### src/rtl/systime_pkg.sv
package systime_pkg;
  localparam int unsigned DATA_W = 32;
  localparam int unsigned ADDR_W = 2;

  typedef enum logic [ADDR_W-1:0] {
    ADDR_TIME_LO = 2'd0,
    ADDR_TIME_HI = 2'd1,
    ADDR_INC     = 2'd2,
    ADDR_RSVD    = 2'd3
  } reg_addr_e;
endpackage

### src/rtl/systime_inc_decode.sv
module systime_inc_decode #(
  parameter int unsigned DATA_W       = 32,
  parameter int unsigned TIME_W       = 64,
  parameter int unsigned WIDE_INC_W   = 31,
  parameter int unsigned NARROW_INC_W = 24
) (
  input  logic [DATA_W-1:0] inc_reg_i,
  input  logic              narrow_i,
  output logic [TIME_W-1:0] inc_eff_o
);
  localparam int unsigned PERIOD_W = DATA_W - NARROW_INC_W;

  logic [PERIOD_W-1:0] period;
  logic [TIME_W-1:0]   wide_eff;
  logic [TIME_W-1:0]   narrow_eff;

  assign period   = inc_reg_i[DATA_W-1:NARROW_INC_W];
  assign wide_eff = {{(TIME_W-WIDE_INC_W){1'b0}}, inc_reg_i[WIDE_INC_W-1:0]};

  // narrow layout only advances when the period field is exactly one
  assign narrow_eff = (period == PERIOD_W'(1))
                    ? {{(TIME_W-NARROW_INC_W){1'b0}}, inc_reg_i[NARROW_INC_W-1:0]}
                    : '0;

  assign inc_eff_o = narrow_i ? narrow_eff : wide_eff;
endmodule

### src/rtl/systime_core.sv
module systime_core #(
  parameter int unsigned DATA_W = 32,
  parameter int unsigned NWORDS = 2
) (
  input  logic                     clk_i,
  input  logic                     rst_ni,
  input  logic [NWORDS-1:0]        word_wr_i,
  input  logic [DATA_W-1:0]        wdata_i,
  input  logic [DATA_W*NWORDS-1:0] inc_i,
  output logic [DATA_W*NWORDS-1:0] time_o
);
  localparam int unsigned TIME_W = DATA_W * NWORDS;

  logic [TIME_W-1:0] time_q;
  logic [TIME_W-1:0] time_d;
  logic [TIME_W-1:0] sum;
  logic              any_wr;

  assign sum    = time_q + inc_i;
  assign any_wr = |word_wr_i;

  // word load wins over the tick; unwritten words hold during a load
  for (genvar w = 0; w < NWORDS; w++) begin : g_word
    assign time_d[w*DATA_W +: DATA_W] =
      word_wr_i[w] ? wdata_i :
      any_wr       ? time_q[w*DATA_W +: DATA_W] :
                     sum[w*DATA_W +: DATA_W];
  end

  always_ff @(posedge clk_i or negedge rst_ni) begin
    if (!rst_ni) time_q <= '0;
    else         time_q <= time_d;
  end

  assign time_o = time_q;
endmodule

### src/rtl/systime_regif.sv
module systime_regif
  import systime_pkg::*;
#(
  parameter int unsigned DATA_W = 32
) (
  input  logic                clk_i,
  input  logic                rst_ni,
  input  logic                reg_wr_i,
  input  logic                reg_rd_i,
  input  logic [ADDR_W-1:0]   reg_addr_i,
  input  logic [DATA_W-1:0]   reg_wdata_i,
  input  logic [2*DATA_W-1:0] time_i,
  output logic [DATA_W-1:0]   inc_q_o,
  output logic [DATA_W-1:0]   shadow_o,
  output logic [1:0]          word_wr_o,
  output logic [DATA_W-1:0]   reg_rdata_o
);
  reg_addr_e         addr;
  logic [DATA_W-1:0] inc_q;
  logic [DATA_W-1:0] shadow_q;

  assign addr = reg_addr_e'(reg_addr_i);

  assign word_wr_o[0] = reg_wr_i && (addr == ADDR_TIME_LO);
  assign word_wr_o[1] = reg_wr_i && (addr == ADDR_TIME_HI);

  always_ff @(posedge clk_i or negedge rst_ni) begin
    if (!rst_ni) begin
      inc_q <= '0;
    end else if (reg_wr_i && addr == ADDR_INC) begin
      inc_q <= reg_wdata_i;
    end
  end

  // low-word read freezes the upper half for the paired read
  always_ff @(posedge clk_i or negedge rst_ni) begin
    if (!rst_ni) begin
      shadow_q <= '0;
    end else if (reg_rd_i && addr == ADDR_TIME_LO) begin
      shadow_q <= time_i[2*DATA_W-1:DATA_W];
    end
  end

  always_comb begin
    unique case (addr)
      ADDR_TIME_LO: reg_rdata_o = time_i[DATA_W-1:0];
      ADDR_TIME_HI: reg_rdata_o = shadow_q;
      ADDR_INC:     reg_rdata_o = inc_q;
      default:      reg_rdata_o = '0;
    endcase
  end

  assign inc_q_o  = inc_q;
  assign shadow_o = shadow_q;
endmodule

### src/rtl/systime_accum.sv
module systime_accum
  import systime_pkg::*;
#(
  parameter int unsigned WIDE_INC_W   = 31,
  parameter int unsigned NARROW_INC_W = 24
) (
  input  logic                clk_i,
  input  logic                rst_ni,
  input  logic                narrow_mode_i,
  input  logic                reg_wr_i,
  input  logic                reg_rd_i,
  input  logic [ADDR_W-1:0]   reg_addr_i,
  input  logic [DATA_W-1:0]   reg_wdata_i,
  output logic [DATA_W-1:0]   reg_rdata_o,
  output logic [2*DATA_W-1:0] time_o
);
  localparam int unsigned NWORDS = 2;
  localparam int unsigned TIME_W = DATA_W * NWORDS;

  logic [DATA_W-1:0] inc_q;
  logic [DATA_W-1:0] shadow_q;
  logic [NWORDS-1:0] word_wr;
  logic [TIME_W-1:0] inc_eff;
  logic [TIME_W-1:0] time_q;

  systime_regif #(.DATA_W(DATA_W)) u_regif (
    .clk_i       (clk_i),
    .rst_ni      (rst_ni),
    .reg_wr_i    (reg_wr_i),
    .reg_rd_i    (reg_rd_i),
    .reg_addr_i  (reg_addr_i),
    .reg_wdata_i (reg_wdata_i),
    .time_i      (time_q),
    .inc_q_o     (inc_q),
    .shadow_o    (shadow_q),
    .word_wr_o   (word_wr),
    .reg_rdata_o (reg_rdata_o)
  );

  systime_inc_decode #(
    .DATA_W       (DATA_W),
    .TIME_W       (TIME_W),
    .WIDE_INC_W   (WIDE_INC_W),
    .NARROW_INC_W (NARROW_INC_W)
  ) u_dec (
    .inc_reg_i (inc_q),
    .narrow_i  (narrow_mode_i),
    .inc_eff_o (inc_eff)
  );

  systime_core #(.DATA_W(DATA_W), .NWORDS(NWORDS)) u_core (
    .clk_i     (clk_i),
    .rst_ni    (rst_ni),
    .word_wr_i (word_wr),
    .wdata_i   (reg_wdata_i),
    .inc_i     (inc_eff),
    .time_o    (time_q)
  );

  assign time_o = time_q;
endmodule

### config.mk
export PLATFORM = sky130hd
export DESIGN_NAME = systime_accum
export DESIGN_NICKNAME = d
export VERILOG_FILES = /design/src/rtl/systime_pkg.sv /design/src/rtl/systime_inc_decode.sv /design/src/rtl/systime_core.sv /design/src/rtl/systime_regif.sv /design/src/rtl/systime_accum.sv
export SDC_FILE = /design/constraint.sdc
export NUM_CORES = 1
export LEC_CHECK = 0
export BUFFER_PORTS_ARGS = -buffer_cell sky130_fd_sc_hd__buf_4
export CAP_MARGIN = 20
export CORE_ASPECT_RATIO = 0.7
export CORE_MARGIN = 3
export CORE_UTILIZATION = 41
export CTS_CLUSTER_DIAMETER = 60
export DETAILED_ROUTE_END_ITERATION = 7
export GPL_TIMING_DRIVEN = 0
export PLACE_DENSITY = 0.69
export SYNTH_ARGS = -nofsm -noshare
export SYNTH_HDL_FRONTEND = slang
export SYNTH_HIERARCHICAL = 1
export SYNTH_SLANG_ARGS = --single-unit
### constraint.sdc
create_clock -name clk_i -period 4.1 [get_ports clk_i]
set_clock_uncertainty 0.05 [all_clocks]
set_input_delay 0 -clock clk_i [delete_from_list [all_inputs] [get_ports clk_i]]
set_output_delay 0 -clock clk_i [all_outputs]
set_load 0.005 [all_outputs]
==> results of run 1 <==
[timing repair]
item | 4_1_cts | 5_1_grt
endpoints found under the hold margin | 223 | 0
setup buffers | 6 | 3
gates resized for setup | 33 | 47
endpoints found under the setup margin | 35 | 29
pin swaps | 9 | 21
hold buffers | 34 | 0
cloned | 1 | 0
[area by class of cell]
| type | instances | area [sq um] | area share (%) |
|---|---|---|---|
| multi-input combinational | 916 | 7050 | 52.4 |
| sequential | 128 | 3200 | 23.8 |
| timing repair buffer | 177 | 1450 | 10.8 |
| buffer | 105 | 622 | 4.63 |
| clock buffer | 17 | 425 | 3.17 |
| tap | 325 | 407 | 3.03 |
| clock inverter | 14 | 191 | 1.43 |
| inverter | 25 | 93.8 | 0.699 |
[registers in the layout, summed over array words and instances (netlist names)]
signal and flops:
u_core/time_o 64, u_regif/shadow_o 32, u_regif/inc_q_o 32
[power breakdown]
part | leakage, nW | internal [W] | total, W | switching (W)
Combinational | 4.05 | 0.00272 | 0.00593 | 0.00321
Sequential | 1.50 | 0.00183 | 0.00256 | 0.000734
Clock | 0.303 | 0.00101 | 0.00161 | 0.000592
[worst max-delay path, delay by kind of cell (launching register included)]
kind            cells  cell delay [ns]
flops               1             0.40
compound gates      5             1.25
buf+inv             3             0.39
simple gates        7             1.66
fa+ha+maj           1             0.19
[per-layer routing]
layer / GRT usage, % / routed length [microns] / share of wire (%)
met5: 0 / 7 / 0.018
met4: 6.41 / 763 / 2.0
met3: 6.32 / 3430 / 9.0
met2: 38.3 / 15800 / 41
met1: 41.9 / 18200 / 48
[stage by stage]
step / area (sq um) / instances
final: 13400 / 1707
after global routing: 13400 / 1707
after CTS: 13200 / 1704
after detailed placement: 12000 / 1632
after global placement: 12000 / 1631
after floorplan: 10600 / 1174
[placed cells by master, fill, tap and decap left out, drive strengths merged, types with 16 or more instances in the layout]
| cell type | n |
|---|---|
| xnor2 | 31 |
| nand4 | 18 |
| xor2 | 20 |
| inv | 26 |
| ha | 63 |
| dfrtp | 128 |
| nand3 | 18 |
| o21a | 16 |
| conb | 33 |
| dlygate4sd3 | 34 |
| and2 | 29 |
| mux2i | 36 |
| clkbuf | 58 |
| a21oi | 92 |
| o2bb2ai | 33 |
| buf | 207 |
| o21ai | 90 |
| a21o | 33 |
| mux2 | 90 |
| nand2 | 88 |
| nor2 | 38 |
| nor3 | 18 |
[cell usage after synthesis (all sizes together), types with 33 or more instances]
| library cell | instances |
|---|---|
| buf | 64 |
| a21oi | 92 |
| dfrtp | 128 |
| o2bb2ai | 33 |
| a21o | 33 |
| mux2 | 90 |
| o21ai | 90 |
| ha | 63 |
| clkbuf | 41 |
| nand2 | 88 |
| nor2 | 38 |
| mux2i | 36 |
[worst max-delay path by stage]
stage / end
floorplan: u_core/time_o[57]$_DFFE_PN0P_
global placement: u_core/time_o[62]$_DFFE_PN0P_
detailed placement: u_core/time_o[62]$_DFFE_PN0P_
CTS: u_core/time_o[52]$_DFFE_PN0P_
global route: u_core/time_o[61]$_DFFE_PN0P_
finish: u_core/time_o[61]$_DFFE_PN0P_
[cells by family (layout without fill, tap and decap cells)]
kind of cell	after synthesis	count (layout)	share of synthesized area, %
buf+inv	130	338	6.78
other cells	1	33	0.0358
xor+xnor	51	51	4.27
simple gates	267	267	13.6
flops	128	128	30.6
mux	126	126	13.1
fa+ha+maj	64	64	7.72
compound gates	375	375	23.8
==> metrics.txt, run 1 <==
outcome finished clean; most common flop cell mapped by yosys dfrtp_1; area leader, netlist dfrtp_1; CTS sink count 128; Synth area leaders dfrtp_1 31%, mux2_2 9.3%, ha_1 7.5%; sequential fraction of the synthesis area 30.6%; setup TNS 0 ns; most used cell along the critical path buf_6; drt total wl 38,200 microns; RSZ-0062 raised after global routing true; end of the worst register-to-register path u_core/time_o[61]$_DFFE_PN0P_; CP Data Arrival Time 4.35 ns; setup ws final 0.0272 ns; Post-synth EDFFs 0; final period utilization 99.3%; First-pass DRT Iterations 6; std cell rows 48; DRC 0; startpoint types flop; Die X 197 microns; drt via density 5.86; r2r startpoint u_regif/inc_q_o[31]$_DFFE_PN0P_; Slew Viols, Final 0; initial DRC count 990; CTS tree done; total number of yosys warnings 6; Critical Path Start u_regif/inc_q_o[31]$_DFFE_PN0P_; min-delay worst type in -> async; post-synthesis cell type count 79; wire per inst 22.4 microns; post-route ant nets 0; GRT Residual Overflow 0; Worst EP required 4.38 ns; Leak 5.86 nW; CP Class reg -> reg; initial antenna violation count 1; Synth Instances 1,142; IO Count 135; FFs w/ async S/R, synth 100%; Max Root-Sink Buffers 2; die area 27,500 sq um; clock-pin slew on the worst setup and hold paths 0.06 ns; clk_lat worst skew 0.43 ns; Hold Slack 0.0192 ns; Num CTS Buffers 17; Tightest Pin Transition 0.909 ns; Max FO, Critical Path 8; Tot Pwr 0.0101 W; total number of vias 10,000; total track usage 27.2%; FF+latch count, synth 128; Power Density 752 nW/um^2; Worst slew margin 39.3%; port bufs 132; post-layout min period 4.07 ns; synthesized cell area 10,500 sq um; Layout Nets 1,473; first-pass GRT wire length 57,300 microns; vias in the first global route 9,319; slowest cell delay on critical path 0.56 ns; CTS root buf clkbuf_16; Max VDD drop 293 uV; dpl hpwl 29,800 microns; H-tree depth 4; Layout area overhead 28.3%; largest net degree at the start of global routing 84; GPL Wtd Cong 1.01; core region area 24,900 sq um; endpoint type of the worst setup path flop; antenna cells 0; Worst R2R Path Depth 16; layout cell share with drive strength beyond 1 29.9%; die height 140 microns; Filler Cell Count 2,262; Initial Util 42.1%; final hold violation count 0; Max Cap Violations 0; dpl ws -0.460 ns; FF-to-FF setup slack 0.03 ns; Fmax achieved 0.246 GHz; Setup-failing EPs final 0; slowest cell on the critical path or4_4; Synth top area share 30.6%; Post-Syn Area per Cell 9.16 sq um; CP cell instances or4_4 > o21ai_4 > buf_6 > buf_6 > and2_4 > ha_4 > buf_6 > and3_4 > and4_4 > a211o_1 > o211ai_4 > nand3_4 > a21oi_4 > o31ai_2 > and4b_1 > nor3_1; Util after Layout 54.0%
(Power assumes the default switching activity.)
==> run 2, diff against run 1 <==
Settings changed: PLACE_DENSITY 0.69 to 0.65.
Clock period 4.1 ns to 4 ns, I/O delays scaled along.
==> metrics.txt, run 2 (same netlist as run 1, synthesis figures left out) <==
Die X 197 microns (unchanged); drt total wl 39,000 microns (was 38,200 microns); Slew Viols, Final 0 (unchanged); Hold Slack -0.0106 ns (was 0.0192 ns); CP Class reg -> reg (unchanged); DRC 0 (unchanged); CP cell instances or4_4 > o21ai_4 > buf_12 > buf_8 > and2_4 > ha_4 > buf_6 > and3_4 > and4_4 > a211o_1 > o211ai_4 > nand3_4 > a21oi_4 > buf_12 > o21ai_4 > a2111oi_4 > nor3_1 (was or4_4 > o21ai_4 > buf_6 > buf_6 > and2_4 > ha_4 > buf_6 > and3_4 > and4_4 > a211o_1 > o211ai_4 > nand3_4 > a21oi_4 > o31ai_2 > and4b_1 > nor3_1); IO Count 135 (unchanged); wire per inst 22.6 microns (was 22.4 microns); Global Route met3 Usage 8.18% (was 6.32%); Leak 5.98 nW (was 5.86 nW); M1 GR Usage 40.6% (was 41.9%); Setup-failing EPs final 0 (unchanged); CTS sink count 128 (unchanged); die height 140 microns (unchanged); post-route ant nets 0 (unchanged); First-pass DRT Iterations 5 (was 6); port bufs 132 (unchanged); Layout area overhead 32.7% (was 28.3%); Max Root-Sink Buffers 2 (unchanged); GRT Residual Overflow 0 (unchanged); Filler Cell Count 2,258 (was 2,262); min-delay worst type in -> async (unchanged); Power Density 771 nW/um^2 (was 752 nW/um^2); commonest non-fill, non-tap cell in the layout buf_4 (unchanged); Util after Layout 55.9% (was 54.0%); layout cell share with drive strength beyond 1 32.6% (was 29.9%); Max VDD drop 312 uV (was 293 uV); dpl hpwl 29,700 microns (was 29,800 microns); slowest cell delay on critical path 0.55 ns (was 0.56 ns); design area 13,900 sq um (was 13,400 sq um); CTS tree done (unchanged); vias in the first global route 9,451 (was 9,319); Tightest Pin Transition 0.848 ns (was 0.909 ns); outcome finished, violations left (was finished clean); endpoint type of the worst setup path flop (unchanged); largest net degree at the start of global routing 92 (was 84); initial DRC count 1,074 (was 990); Worst slew margin 43.5% (was 39.3%); initial antenna violation count 4 (was 1); setup TNS 0 ns (unchanged); final hold violation count 2 (was 0); std cell rows 48 (unchanged); Critical Path Start u_regif/inc_q_o[31]$_DFFE_PN0P_ (unchanged); total track usage 27.4% (was 27.2%); Max FO, Critical Path 6 (was 8); post-layout min period 3.94 ns (was 4.07 ns); Worst EP required 4.26 ns (was 4.38 ns); CP Data Arrival Time 4.20 ns (was 4.35 ns); slowest cell on the critical path or4_4 (unchanged); GR Util met2 40.1% (was 38.3%); H-tree depth 4 (unchanged); Num CTS Buffers 17 (unchanged); failing checks negative hold slack; GR peak layer met1 (unchanged); total number of vias 10,100 (was 10,000); startpoint types flop (unchanged); r2r startpoint u_regif/inc_q_o[31]$_DFFE_PN0P_ (unchanged); Initial Util 42.1% (unchanged); first-pass GRT wire length 57,700 microns (was 57,300 microns); DP Area 12,000 sq um (unchanged); CTS root buf clkbuf_16 (unchanged); Max Cap Violations 0 (unchanged); Layout Nets 1,491 (was 1,473); RSZ-0062 raised after global routing true (unchanged); Fmax achieved 0.254 GHz (was 0.246 GHz); clk_lat worst skew 0.43 ns (about the same); final period utilization 98.5% (was 99.3%); commonest non-fill, non-tap cells in the layout 188 x buf_4, 128 x dfrtp_1, 86 x mux2_2, 85 x nand2_1, 76 x o21ai_0 (was 173 x buf_4, 128 x dfrtp_1, 87 x nand2_1, 86 x mux2_2, 79 x o21ai_0); drt via density 5.85 (was 5.86); antenna cells 0 (unchanged); max FFs per register 64 (unchanged); core region area 24,900 sq um (unchanged); GPL Wtd Cong 0.961 (was 1.01); clock-pin slew on the worst setup and hold paths 0.07 ns (was 0.06 ns); die area 27,500 sq um (unchanged)
==> run 2: cell type report <==
type,count,area (sq um),area share [%]
flip-flops and latches,128,3200,23.1
multi-input cells,916,7330,52.8
plain buffers,104,656,4.72
inverters,25,93.8,0.676
clock buffers,17,425,3.06
clock inverters,14,156,1.13
well taps,325,407,2.93
repair buffers,196,1620,11.6
==> run 2: worst paths after layout <==
path                                                         end  slack (ns)  cells past startpoint
worst max-delay path               u_core/time_o[57]$_DFFE_PN0P_        0.06                     17
worst min-delay path                u_core/time_o[8]$_DFFE_PN0P_       -0.01                      2
worst max register to register     u_core/time_o[57]$_DFFE_PN0P_        0.06                     17
worst min register to register    u_regif/inc_q_o[5]$_DFFE_PN0P_        0.46                      1
max in group asynchronous          u_core/time_o[29]$_DFFE_PN0P_        3.11                      3
min in group clk_i              u_regif/shadow_o[24]$_DFFE_PN0P_        0.01                      3
==> run 2: per-stage QoR <==
step | setup WS, ns | total power (W) | instances
after floorplan | 0.405 | 0.00609 | 1174
after global placement | -0.500 | 0.00797 | 1631
after detailed placement | -0.526 | 0.00804 | 1632
after CTS | 0.00395 | 0.00985 | 1706
after global routing | -0.0807 | 0.0114 | 1725
final | 0.0608 | 0.0107 | 1725
==> run 2: what timing repair did <==
action,in CTS,in global routing
setup buffers,7,19
pin swaps,17,41
endpoints found under the setup margin,38,32
endpoints found under the hold margin,223,0
gates cloned,2,0
resized for setup,42,108
hold buffers,35,0
==> run 2: where the power goes <==
part	internal (W)	switching (W)	leakage, nW
Combinational	0.00306	0.00345	4.20
Clock	0.000923	0.000646	0.273
Sequential	0.00187	0.000766	1.50
Total	0.00585	0.00486	5.98
==> run 2: layer usage <==
| metal | vias to the layer above | wire length (microns) | share of wire [%] |
|---|---|---|---|
| li1 | 4659 | - | - |
| met1 | 4954 | 17900 | 46 |
| met2 | 427 | 16600 | 43 |
| met3 | 44 | 3970 | 10 |
| met4 | 4 | 473 | 1.2 |
| met5 | - | 27 | 0.069 |
==> run 2: worst max-delay path, delay by kind of cell (launching register included) <==
kind                       cells  cell delay, ns
adders and majority gates      1            0.19
DFF                            1            0.39
buffers and inverters          4            0.54
and+or+nand+nor                6            1.30
AOI/OAI and AO/OA              6            1.33
